File: src/rtl/tlb_pkg.sv
package tlb_pkg;

  typedef enum logic [2:0] {
    ST_OK      = 3'd0,
    ST_NOMATCH = 3'd1,
    ST_INVALID = 3'd2,
    ST_XINH    = 3'd3,
    ST_RINH    = 3'd4,
    ST_MODIFY  = 3'd5
  } tlb_status_e;

  localparam logic [1:0] ACC_FETCH = 2'd0;
  localparam logic [1:0] ACC_LOAD  = 2'd1;
  localparam logic [1:0] ACC_STORE = 2'd2;

  typedef struct packed {
    logic xi;
    logic ri;
    logic d;
    logic v;
  } half_flags_t;

endpackage

File: src/rtl/tlb_entry_store.sv
module tlb_entry_store
  import tlb_pkg::*;
#(
  parameter int ENTRIES = 16,
  parameter int IDX_W   = 4,
  parameter int VA_W    = 32,
  parameter int PA_W    = 32,
  parameter int PM_W    = 16,
  parameter int ASID_W  = 8
) (
  input  logic                clk,
  input  logic                rst,
  input  logic                wr_en,
  input  logic [IDX_W-1:0]    wr_idx,
  input  logic [VA_W-1:0]     wr_vpn,
  input  logic [PM_W-1:0]     wr_pmask,
  input  logic [ASID_W-1:0]   wr_asid,
  input  logic                wr_global,
  input  logic [PA_W-1:0]     wr_pfn0,
  input  logic [PA_W-1:0]     wr_pfn1,
  input  half_flags_t         wr_flg0,
  input  half_flags_t         wr_flg1,
  input  logic [ENTRIES-1:0]  inv_vec,
  output logic [VA_W-1:0]     e_vpn   [ENTRIES],
  output logic [PM_W-1:0]     e_pmask [ENTRIES],
  output logic [ASID_W-1:0]   e_asid  [ENTRIES],
  output logic [ENTRIES-1:0]  e_glob,
  output logic [ENTRIES-1:0]  e_hinv,
  output logic [PA_W-1:0]     e_pfn0  [ENTRIES],
  output logic [PA_W-1:0]     e_pfn1  [ENTRIES],
  output half_flags_t         e_flg0  [ENTRIES],
  output half_flags_t         e_flg1  [ENTRIES]
);

  for (genvar i = 0; i < ENTRIES; i++) begin : g_ent
    logic sel;
    assign sel = wr_en && (wr_idx == IDX_W'(i));

    // payload fields: no reset, plain enable-only registers
    always_ff @(posedge clk) begin
      if (sel) begin
        e_vpn[i]   <= wr_vpn;
        e_pmask[i] <= wr_pmask;
        e_asid[i]  <= wr_asid;
        e_pfn0[i]  <= wr_pfn0;
        e_pfn1[i]  <= wr_pfn1;
      end
    end

    // control bits: reset to an unusable entry
    always_ff @(posedge clk) begin
      if (rst) begin
        e_glob[i] <= 1'b0;
        e_hinv[i] <= 1'b1;
        e_flg0[i] <= '0;
        e_flg1[i] <= '0;
      end else begin
        if (sel) begin
          e_glob[i] <= wr_global;
          e_flg0[i] <= wr_flg0;
          e_flg1[i] <= wr_flg1;
        end
        if (inv_vec[i]) begin
          e_hinv[i] <= 1'b1;
        end else if (sel) begin
          e_hinv[i] <= 1'b0;
        end
      end
    end
  end

endmodule

File: src/rtl/tlb_match.sv
module tlb_match #(
  parameter int ENTRIES    = 16,
  parameter int VA_W       = 32,
  parameter int PM_W       = 16,
  parameter int ASID_W     = 8,
  parameter int PAIR_SHIFT = 13
) (
  input  logic [VA_W-1:0]    lk_va,
  input  logic [ASID_W-1:0]  cur_asid,
  input  logic [VA_W-1:0]    e_vpn   [ENTRIES],
  input  logic [PM_W-1:0]    e_pmask [ENTRIES],
  input  logic [ASID_W-1:0]  e_asid  [ENTRIES],
  input  logic [ENTRIES-1:0] e_glob,
  input  logic [ENTRIES-1:0] e_hinv,
  output logic [ENTRIES-1:0] hit_vec,
  output logic [ENTRIES-1:0] odd_vec
);

  localparam logic [VA_W-1:0] LOW_ONES = VA_W'((64'd1 << PAIR_SHIFT) - 64'd1);

  for (genvar i = 0; i < ENTRIES; i++) begin : g_cmp
    logic [VA_W-1:0] cmask;
    logic            id_ok;
    logic            tag_ok;

    assign cmask   = (VA_W'(e_pmask[i]) << PAIR_SHIFT) | LOW_ONES;
    assign id_ok   = e_glob[i] || (e_asid[i] == cur_asid);
    assign tag_ok  = ((lk_va ^ e_vpn[i]) & ~cmask) == '0;
    assign hit_vec[i] = id_ok && tag_ok && !e_hinv[i];
    assign odd_vec[i] = |(lk_va & cmask & ~(cmask >> 1));
  end

endmodule

File: src/rtl/tlb_resolve.sv
module tlb_resolve
  import tlb_pkg::*;
#(
  parameter int ENTRIES    = 16,
  parameter int IDX_W      = 4,
  parameter int VA_W       = 32,
  parameter int PA_W       = 32,
  parameter int PM_W       = 16,
  parameter int PAIR_SHIFT = 13
) (
  input  logic                clk,
  input  logic                rst,
  input  logic                lk_valid,
  input  logic [VA_W-1:0]     lk_va,
  input  logic [1:0]          lk_acc,
  input  logic [ENTRIES-1:0]  hit_vec,
  input  logic [ENTRIES-1:0]  odd_vec,
  input  logic [PM_W-1:0]     e_pmask [ENTRIES],
  input  logic [PA_W-1:0]     e_pfn0  [ENTRIES],
  input  logic [PA_W-1:0]     e_pfn1  [ENTRIES],
  input  half_flags_t         e_flg0  [ENTRIES],
  input  half_flags_t         e_flg1  [ENTRIES],
  output logic                rsp_valid,
  output logic [2:0]          rsp_status,
  output logic [PA_W-1:0]     rsp_pa,
  output logic                rsp_writable
);

  localparam logic [VA_W-1:0] LOW_ONES = VA_W'((64'd1 << PAIR_SHIFT) - 64'd1);

  logic [IDX_W-1:0] sel;
  logic             any_hit;
  logic             odd;
  half_flags_t      fl;
  logic [PA_W-1:0]  frame;
  logic [VA_W-1:0]  half_mask;
  tlb_status_e      st_n;
  logic [PA_W-1:0]  pa_n;
  logic             wr_n;

  // lowest index wins: scan downward so the last assignment is the lowest
  always_comb begin
    sel = '0;
    for (int i = ENTRIES - 1; i >= 0; i--) begin
      if (hit_vec[i]) sel = IDX_W'(i);
    end
  end

  assign any_hit   = |hit_vec;
  assign odd       = odd_vec[sel];
  assign fl        = odd ? e_flg1[sel] : e_flg0[sel];
  assign frame     = odd ? e_pfn1[sel] : e_pfn0[sel];
  assign half_mask = ((VA_W'(e_pmask[sel]) << PAIR_SHIFT) | LOW_ONES) >> 1;

  always_comb begin
    st_n = ST_OK;
    pa_n = '0;
    wr_n = 1'b0;
    if (!any_hit) begin
      st_n = ST_NOMATCH;
    end else if (!fl.v) begin
      st_n = ST_INVALID;
    end else if (lk_acc == ACC_FETCH && fl.xi) begin
      st_n = ST_XINH;
    end else if (lk_acc != ACC_FETCH && lk_acc != ACC_STORE && fl.ri) begin
      st_n = ST_RINH;
    end else if (lk_acc == ACC_STORE && !fl.d) begin
      st_n = ST_MODIFY;
    end else begin
      pa_n = frame | PA_W'(lk_va & half_mask);
      wr_n = fl.d;
    end
  end

  always_ff @(posedge clk) begin
    if (rst) begin
      rsp_valid    <= 1'b0;
      rsp_status   <= 3'(ST_NOMATCH);
      rsp_pa       <= '0;
      rsp_writable <= 1'b0;
    end else begin
      rsp_valid <= lk_valid;
      if (lk_valid) begin
        rsp_status   <= 3'(st_n);
        rsp_pa       <= pa_n;
        rsp_writable <= wr_n;
      end
    end
  end

endmodule

File: src/rtl/paired_tlb.sv
module paired_tlb
  import tlb_pkg::*;
#(
  parameter int ENTRIES     = 16,
  parameter int VA_W        = 32,
  parameter int PA_W        = 32,
  parameter int PM_W        = 16,
  parameter int ASID_W      = 8,
  parameter int OFFSET_BITS = 12,
  localparam int IDX_W      = $clog2(ENTRIES),
  localparam int PAIR_SHIFT = OFFSET_BITS + 1
) (
  input  logic                clk,
  input  logic                rst,
  input  logic                wr_en,
  input  logic [IDX_W-1:0]    wr_idx,
  input  logic [VA_W-1:0]     wr_vpn,
  input  logic [PM_W-1:0]     wr_pmask,
  input  logic [ASID_W-1:0]   wr_asid,
  input  logic                wr_global,
  input  logic [PA_W-1:0]     wr_pfn0,
  input  logic [PA_W-1:0]     wr_pfn1,
  input  logic [3:0]          wr_flg0,
  input  logic [3:0]          wr_flg1,
  input  logic [ENTRIES-1:0]  inv_vec,
  input  logic                lk_valid,
  input  logic [VA_W-1:0]     lk_va,
  input  logic [1:0]          lk_acc,
  input  logic [ASID_W-1:0]   cur_asid,
  output logic                rsp_valid,
  output logic [2:0]          rsp_status,
  output logic [PA_W-1:0]     rsp_pa,
  output logic                rsp_writable
);

  logic [VA_W-1:0]    e_vpn   [ENTRIES];
  logic [PM_W-1:0]    e_pmask [ENTRIES];
  logic [ASID_W-1:0]  e_asid  [ENTRIES];
  logic [ENTRIES-1:0] e_glob;
  logic [ENTRIES-1:0] e_hinv;
  logic [PA_W-1:0]    e_pfn0  [ENTRIES];
  logic [PA_W-1:0]    e_pfn1  [ENTRIES];
  half_flags_t        e_flg0  [ENTRIES];
  half_flags_t        e_flg1  [ENTRIES];
  logic [ENTRIES-1:0] hit_vec;
  logic [ENTRIES-1:0] odd_vec;

  tlb_entry_store #(
    .ENTRIES(ENTRIES), .IDX_W(IDX_W), .VA_W(VA_W), .PA_W(PA_W),
    .PM_W(PM_W), .ASID_W(ASID_W)
  ) u_store (
    .clk(clk), .rst(rst),
    .wr_en(wr_en), .wr_idx(wr_idx), .wr_vpn(wr_vpn), .wr_pmask(wr_pmask),
    .wr_asid(wr_asid), .wr_global(wr_global),
    .wr_pfn0(wr_pfn0), .wr_pfn1(wr_pfn1),
    .wr_flg0(half_flags_t'(wr_flg0)), .wr_flg1(half_flags_t'(wr_flg1)),
    .inv_vec(inv_vec),
    .e_vpn(e_vpn), .e_pmask(e_pmask), .e_asid(e_asid), .e_glob(e_glob),
    .e_hinv(e_hinv), .e_pfn0(e_pfn0), .e_pfn1(e_pfn1),
    .e_flg0(e_flg0), .e_flg1(e_flg1)
  );

  tlb_match #(
    .ENTRIES(ENTRIES), .VA_W(VA_W), .PM_W(PM_W), .ASID_W(ASID_W),
    .PAIR_SHIFT(PAIR_SHIFT)
  ) u_match (
    .lk_va(lk_va), .cur_asid(cur_asid),
    .e_vpn(e_vpn), .e_pmask(e_pmask), .e_asid(e_asid),
    .e_glob(e_glob), .e_hinv(e_hinv),
    .hit_vec(hit_vec), .odd_vec(odd_vec)
  );

  tlb_resolve #(
    .ENTRIES(ENTRIES), .IDX_W(IDX_W), .VA_W(VA_W), .PA_W(PA_W),
    .PM_W(PM_W), .PAIR_SHIFT(PAIR_SHIFT)
  ) u_resolve (
    .clk(clk), .rst(rst),
    .lk_valid(lk_valid), .lk_va(lk_va), .lk_acc(lk_acc),
    .hit_vec(hit_vec), .odd_vec(odd_vec),
    .e_pmask(e_pmask), .e_pfn0(e_pfn0), .e_pfn1(e_pfn1),
    .e_flg0(e_flg0), .e_flg1(e_flg1),
    .rsp_valid(rsp_valid), .rsp_status(rsp_status),
    .rsp_pa(rsp_pa), .rsp_writable(rsp_writable)
  );

endmodule

File: config.mk
export PLATFORM = sky130hd
export DESIGN_NAME = paired_tlb
export DESIGN_NICKNAME = d
export VERILOG_FILES = /design/src/rtl/tlb_pkg.sv /design/src/rtl/tlb_entry_store.sv /design/src/rtl/tlb_match.sv /design/src/rtl/tlb_resolve.sv /design/src/rtl/paired_tlb.sv
export SDC_FILE = /design/constraint.sdc
export NUM_CORES = 2
export LEC_CHECK = 0
export ABC_CLOCK_PERIOD_IN_PS = 4650
export BUFFER_PORTS_ARGS = -buffer_cell sky130_fd_sc_hd__buf_4
export CAP_MARGIN = 15
export CORE_MARGIN = 2
export CORE_UTILIZATION = 42
export DETAILED_ROUTE_END_ITERATION = 8
export PLACE_DENSITY_LB_ADDON = 0.25
export SYNTH_ARGS = -nofsm -noshare
export SYNTH_HDL_FRONTEND = slang
export SYNTH_SLANG_ARGS = --single-unit
File: constraint.sdc
create_clock -name clk -period 4.65 [get_ports clk]
set_input_delay 0.93 -clock clk [delete_from_list [all_inputs] [get_ports clk]]
set_output_delay 0.93 -clock clk [all_outputs]
set_load 0.02 [all_outputs]
# After elaboration in Yosys (flattened, before gate mapping)
# Cells that the tools add are included.
# totals
wordCells	565
output_inout_bits	37
regBits	2117
inputBits	195
# classes
bitwise	99
eq_ne	33
n_reduce_logical	137
order_cmp	2
mux	50
# ops
op	n
32-bit AND	32
32-bit by 29-bit AND with 32-bit output	16
32-bit logical NOT	16
28-bit inverter with 32-bit output	16
29-bit inverter with 32-bit output	16
32-bit OR reduction	16
32-bit bitwise XOR	16
32-bit 2-to-1 mux	10
32-bit binary-select mux with 4-bit select	2
8-bit == test	16
4-bit 2-to-1 mux	21
16-bit binary-select mux with 4-bit select	1
1-bit logical AND	52
32-bit by 28-bit AND with 32-bit output	1
4-bit binary-select mux with 4-bit select	2
4-bit == test, second input constant	8
16-bit 2-to-1 mux	2
32-bit OR	1
2-bit OR reduction	16
1-bit logical NOT	17
4-bit by 3-bit == test with 1-bit output, second input constant	4
1-bit logical OR	16
16-bit OR reduction	1
3-bit 2-to-1 mux	5
12 further kinds	18

# Longest topological paths before layout
# logic_depth
depth_word	33
depth_mapped	24
depth_no_buf	15

# By module
# From an unflattened synthesis, not the netlist that was laid out.
# unflattened
hier_cells	6233
hier_area_um2	86802.0
# modules_own_cells
mod	area_per_inst_um2	cells_per_inst	seq_area_each_um2	n_inst
tlb_entry_store	63881.3	2504	60858.4	1
tlb_resolve	15045.7	2513	740.7	1
tlb_match	7875.1	1216	0.0	1

# Least setup slack after synthesis
# OpenSTA, ideal clock, no wires.
# synth_path
path_kind	input to register
startpoint	in cur_asid[6]
endpoint	reg u_resolve.rsp_pa[0]
cell_stages	18
required_ns	4.591
setup_time_ns	0.059
arrival_ns	4.950
path_slack_ns	-0.359
path_buffers	5
path_cell_list	buf_2 buf_2 xor2_1 nor4_1 a21oi_1 or3_1 a2111oi_1 a31o_1 buf_6 buf_12 mux4_2 a22oi_2 nor3_1 a221oi_1 a22oi_2 nor4b_4 buf_6 a22o_1
# synth_via
elab_chain_cells	32
word_cells_on_any_way	108
classes_between	16 x eq/ne; 37 x mux; 2 x bitwise; 53 x reduce/logical
# synth_rtl
element	line_no	rtl
start, declared	paired_tlb.sv:29	input logic [ASID_W-1:0] cur_asid,
8-bit == test	tlb_match.sv:27	assign id_ok = e_glob[i] || (e_asid[i] == cur_asid);
1-bit logical OR	tlb_match.sv:27	
1-bit logical AND (2 in a row)	tlb_match.sv:29	assign hit_vec[i] = id_ok && tag_ok && !e_hinv[i];
4-bit 2-to-1 mux (16 in a row)	tlb_resolve.sv:45	if (hit_vec[i]) sel = IDX_W'(i);
4-bit inverter with 5-bit output (implied by the code)	tlb_resolve.sv:51, tlb_resolve.sv:52	
4-bit binary-select mux with 4-bit select	tlb_resolve.sv:51	assign fl = odd ? e_flg1[sel] : e_flg0[sel];
4-bit 2-to-1 mux (implied by the code) (2 in a row)	tlb_resolve.sv:51	
4-bit 2-to-1 mux	tlb_resolve.sv:51	
1-bit logical NOT	tlb_resolve.sv:67	end else if (lk_acc == ACC_STORE && !fl.d) begin
1-bit logical AND	tlb_resolve.sv:67	
32-bit 2-to-1 mux	tlb_resolve.sv:67	
32-bit 2-to-1 mux	tlb_resolve.sv:65	end else if (lk_acc != ACC_FETCH && lk_acc != ACC_STORE && fl.ri) begin
32-bit 2-to-1 mux	tlb_resolve.sv:63	end else if (lk_acc == ACC_FETCH && fl.xi) begin
32-bit 2-to-1 mux	tlb_resolve.sv:61	end else if (!fl.v) begin
32-bit 2-to-1 mux *	tlb_resolve.sv:59	if (!any_hit) begin
end signal, assigned	tlb_resolve.sv:85	rsp_pa <= pa_n;
end, declared	tlb_resolve.sv:25	output logic [PA_W-1:0] rsp_pa,
# Mark *: on every way between the ends. The rest lies on a longest branch, timed or not. The select of a mux whose other input is x is not followed.
# A chain may end at the register's enable or synchronous reset.

# Final worst setup path
# layout_path
startpoint	in lk_va[19]
endpoint	reg u_resolve.rsp_pa[23]
# layout_via
elab_chain_cells	33
word_cells_on_any_way	176
classes_between	40 x mux; 67 x bitwise; 69 x reduce/logical
# layout_rtl
element	line_no	rtl
start, declared	paired_tlb.sv:27	input logic [VA_W-1:0] lk_va,
32-bit bitwise XOR	tlb_match.sv:28	assign tag_ok = ((lk_va ^ e_vpn[i]) & ~cmask) == '0;
32-bit AND	tlb_match.sv:28	
32-bit logical NOT	tlb_match.sv:28	
1-bit logical AND (2 in a row)	tlb_match.sv:29	
4-bit 2-to-1 mux (16 in a row)	tlb_resolve.sv:45	
4-bit inverter with 5-bit output (implied by the code)	tlb_resolve.sv:51, tlb_resolve.sv:52, tlb_resolve.sv:53	
4-bit binary-select mux with 4-bit select	tlb_resolve.sv:51	
4-bit 2-to-1 mux (implied by the code) (2 in a row)	tlb_resolve.sv:51	
4-bit 2-to-1 mux	tlb_resolve.sv:51	
1-bit logical NOT	tlb_resolve.sv:67	
1-bit logical AND	tlb_resolve.sv:67	
32-bit 2-to-1 mux	tlb_resolve.sv:67	
32-bit 2-to-1 mux	tlb_resolve.sv:65	
32-bit 2-to-1 mux	tlb_resolve.sv:63	
32-bit 2-to-1 mux	tlb_resolve.sv:61	
32-bit 2-to-1 mux *	tlb_resolve.sv:59	
# Marked as above.

==> run metrics <==
Worst EP arrival=approximately 5.6 ns; Layout area overhead=20.6%; Final WS setup=-0.237 ns; CTS Buf Count=194; Multi-input gate area=between 20000 and 25000 sq um; vias in the first global route=50800; violated checks=setup timing; Slowest-stage cell, CP=mux4_2; post-route ant nets=0; outcome=complete, but fails checks; Critical Path RT=around 5.4 ns; Inst Count DP=between 8000 and 9000; pwr dens=374 nW/um^2; hold path start=inv_vec[15]; critical path type=input port to register; Die Y=441 um; Root Driver=clkbuf_16; largest net degree at the start of global routing=about 160; reg2reg start=u_store.e_asid[27]$_DFFE_PP_; share of the synthesized area in the top cell type=between 60% and 70%; H-Tree Depth=4; later-pin clock latency in the skew report=between 0.8 and 0.9 ns; synth top area cells=edfxtp_1, mux2i_1, nand2_1, dfxtp_1, xnor2_1; Hold Path Class=input port to register; CTS tree=done; sequential area share after synthesis=around 69%; total number of vias=52800; initial antenna violation count=23; nets@finish=roughly 7000; Starting DRT DRC Count=a little under 6000; MaxCap Viol Count=0; GP Congestion=0.952; final setup fails=33; Max clock buf depth=3; syn_nets=6078; Crit path largest cell delay=just over 0.5 ns; proportion of layout cells with a drive suffix above 1=20.3%; FF+latch area=between 50000 and 60000 sq um; Clock transition at path regs=~0.060 ns; relative slew slack=24.5%; HPWL after DPL=160 mm; Ports=between 200 and 250; EDFF count, synth=roughly 1700; final global-route overflow total=0; gr usage total=about 26%; Reg2Reg Depth=22; static leakage=0.0318 uW; worst-case vdd ir drop=around 0.37 mV; Core Footprint=190000 sq um; endpoint class of the critical path=register; Synth Register Bits=around 1900; Max Fclk=205 MHz; Netlist Area Pre-Place=80400 sq um; worst setup skew after layout=just over 0.05 ns; crit path to=u_resolve.rsp_pa[23]$_SDFFE_PP0P_; CTS sink cnt=1909; Ys Warns=0; IO buf count=218; CTS Hold Buffers Added=0; worst setup path startpoint=lk_va[19]; library cells used by synthesis=80; Initial Utilization=between 40% and 50%; post-route cell area=96900 sq um; RSZ-0062 raised after global routing=true; first-pass GRT wire length=around 360 mm; Via density=between 5 and 6; Mean Syn Cell Area=13.7 sq um; most common cell after layout, fill and taps aside=edfxtp_1; Final Max Slew Viols=0; Reg2Reg Capture Point=u_resolve.rsp_pa[23]$_SDFFE_PP0P_; asr flop ratio synth=0%; slew at the pin with the worst max-slew slack=about 1.1 ns; CP cell instances=buf_4 > buf_4 > xnor2_1 > o22ai_1 > nor2_1 > nand3_2 > or3_1 > a2111oi_4 > a31o_4 > buf_12 > mux4_2 > nand2_1 > or4b_4 > mux2i_2 > nand3_1 > nor4b_4 > buf_6 > buf_8 > buf_12 > a22o_1; Reg2Reg Setup Slack=-0.23 ns; Fillers=approximately 16000; row count=160; full die area=195000 sq um; Yosys top cell by area=edfxtp_1; wire per inst=approximately 27 um; Finished Layout Cells=9312; CP Max Fanout=9; Mapped Cells=approximately 5900; Final Cycle Share=105%; post-layout minimum cycle time=around 4.9 ns; main flop type after synthesis=edfxtp_1; Final Routed Wirelength=about 260 mm; Post-DP Area=between 80000 and 90000 sq um; die width=441 um; DRT Pass-1 Iters=6; drt drc=0; most frequent cells in the layout=edfxtp_1, nand2_1, buf_4; Startpoint Class=input port; final hold vios=0
==> final cells by class <==
type                       count  area share, %
clock inverter                96          0.970
clock buffer                 267           5.49
timing repair buffer         902           8.29
tap                         2511           3.24
sequential                  1909           57.1
inverter                      32          0.240
multi-input combinational   3584           24.6
antenna                       11         0.0284
==> layer usage <==
| layer | track usage (%) | up-vias | part of all wire, % |
|---|---|---|---|
| met5 | 0 | - | 0.046 |
| met4 | 9.63 | 18 | 3.7 |
| met3 | 4.28 | 431 | 7.5 |
| met2 | 41.1 | 2232 | 47 |
| met1 | 35.7 | 26700 | 42 |
| li1 | - | 23500 | - |
==> power breakdown <==
part	internal, uW	total, uW	switching [uW]	leakage (uW)
Clock	8710	15400	6650	0.00306
Combinational	644	1780	1140	0.0117
Sequential	19000	19100	112	0.0171
Total	28400	36300	7900	0.0318
==> metrics by stage <==
step | setup WS (ns) | hold WS, ns | total power [uW] | setup TNS (ns) | utilization [%]
6_report | -0.237 | 0.252 | 36300 | -6.48 | 51.0
5_1_grt | -0.347 | 0.242 | 37300 | -10.17 | 51.0
4_1_cts | -0.167 | 0.205 | 36500 | -4.62 | 50.8
3_5_place_dp | -2.18 | 0.444 | 21200 | -75.85 | 47.1
3_3_place_gp | -2.16 | 0.437 | 21200 | -74.99 | 47.1
2_1_floorplan | -0.210 | 0.427 | 20200 | -6.44 | -
==> cell usage after synthesis (all sizes together), types with 18 or more instances <==
library cell	instances
a31oi	20
nor4	79
xor2	176
a311o	28
nor3	18
o21ai	43
mux2i	593
o211ai	52
dfxtp	197
a211oi	49
o22ai	245
edfxtp	1712
a21oi	178
a311oi	26
nand3	354
a211o	22
mux2	72
a22o	32
buf	184
clkbuf	175
nand2	1113
xnor2	256
nor2	113
==> repair_timing <==
action / CTS / global route
cloned: 4 / 0
pin swaps: 52 / 25
endpoints found under the hold margin: 0 / 0
gates resized for setup: 108 / 26
endpoints found under the setup margin: 36 / 34
buffers inserted: 31 / 6
==> worst min-delay path by stage <==
| stage | endpoint | slack (ns) | cells after the start |
|---|---|---|---|
| finish | u_store.e_hinv[15]$_SDFFE_PP1P_ | 0.25 | 2 |
| global route | u_store.e_hinv[15]$_SDFFE_PP1P_ | 0.24 | 2 |
| CTS | u_store.e_hinv[15]$_SDFFE_PP1P_ | 0.20 | 2 |
| detailed placement | u_store.e_hinv[7]$_SDFFE_PP1P_ | 0.44 | 1 |
| global placement | u_store.e_hinv[1]$_SDFFE_PP1P_ | 0.44 | 1 |
| floorplan | u_store.e_hinv[0]$_SDFFE_PP1P_ | 0.43 | 1 |
==> registers in the layout, indices dropped and copies added, names as in the netlist <==
register / cells
u_store.e_flg1: 64
u_store.e_vpn: 304
u_resolve.rsp_valid: 1
u_store.e_glob: 16
u_store.e_hinv: 16
u_store.e_pfn0: 512
u_resolve.rsp_pa: 32
u_store.e_pmask: 256
u_resolve.rsp_status: 3
u_resolve.rsp_writable: 1
u_store.e_pfn1: 512
u_store.e_flg0: 64
u_store.e_asid: 128
==> cells by family (layout without fill, tap and decap cells) <==
family,count (synthesis),after routing,share of synthesized area [%]
AOI/OAI and AO/OA,730,730,6.07
and+or+nand+nor,1740,1741,9.28
other,0,11,0
xor gates and xnor gates,432,432,4.71
buffers and inverters,391,1297,2.21
muxes,681,681,8.86
DFF,1909,1909,68.9
==> critical path, delay by kind of cell <==
kind                      cells  cell delay, ns
muxes                         2            0.71
xor gates and xnor gates      1            0.14
and+or+nand+nor               7            1.71
AOI/OAI and AO/OA             4            0.96
buffers and inverters         6            1.12
(Power assumes the default switching activity.)
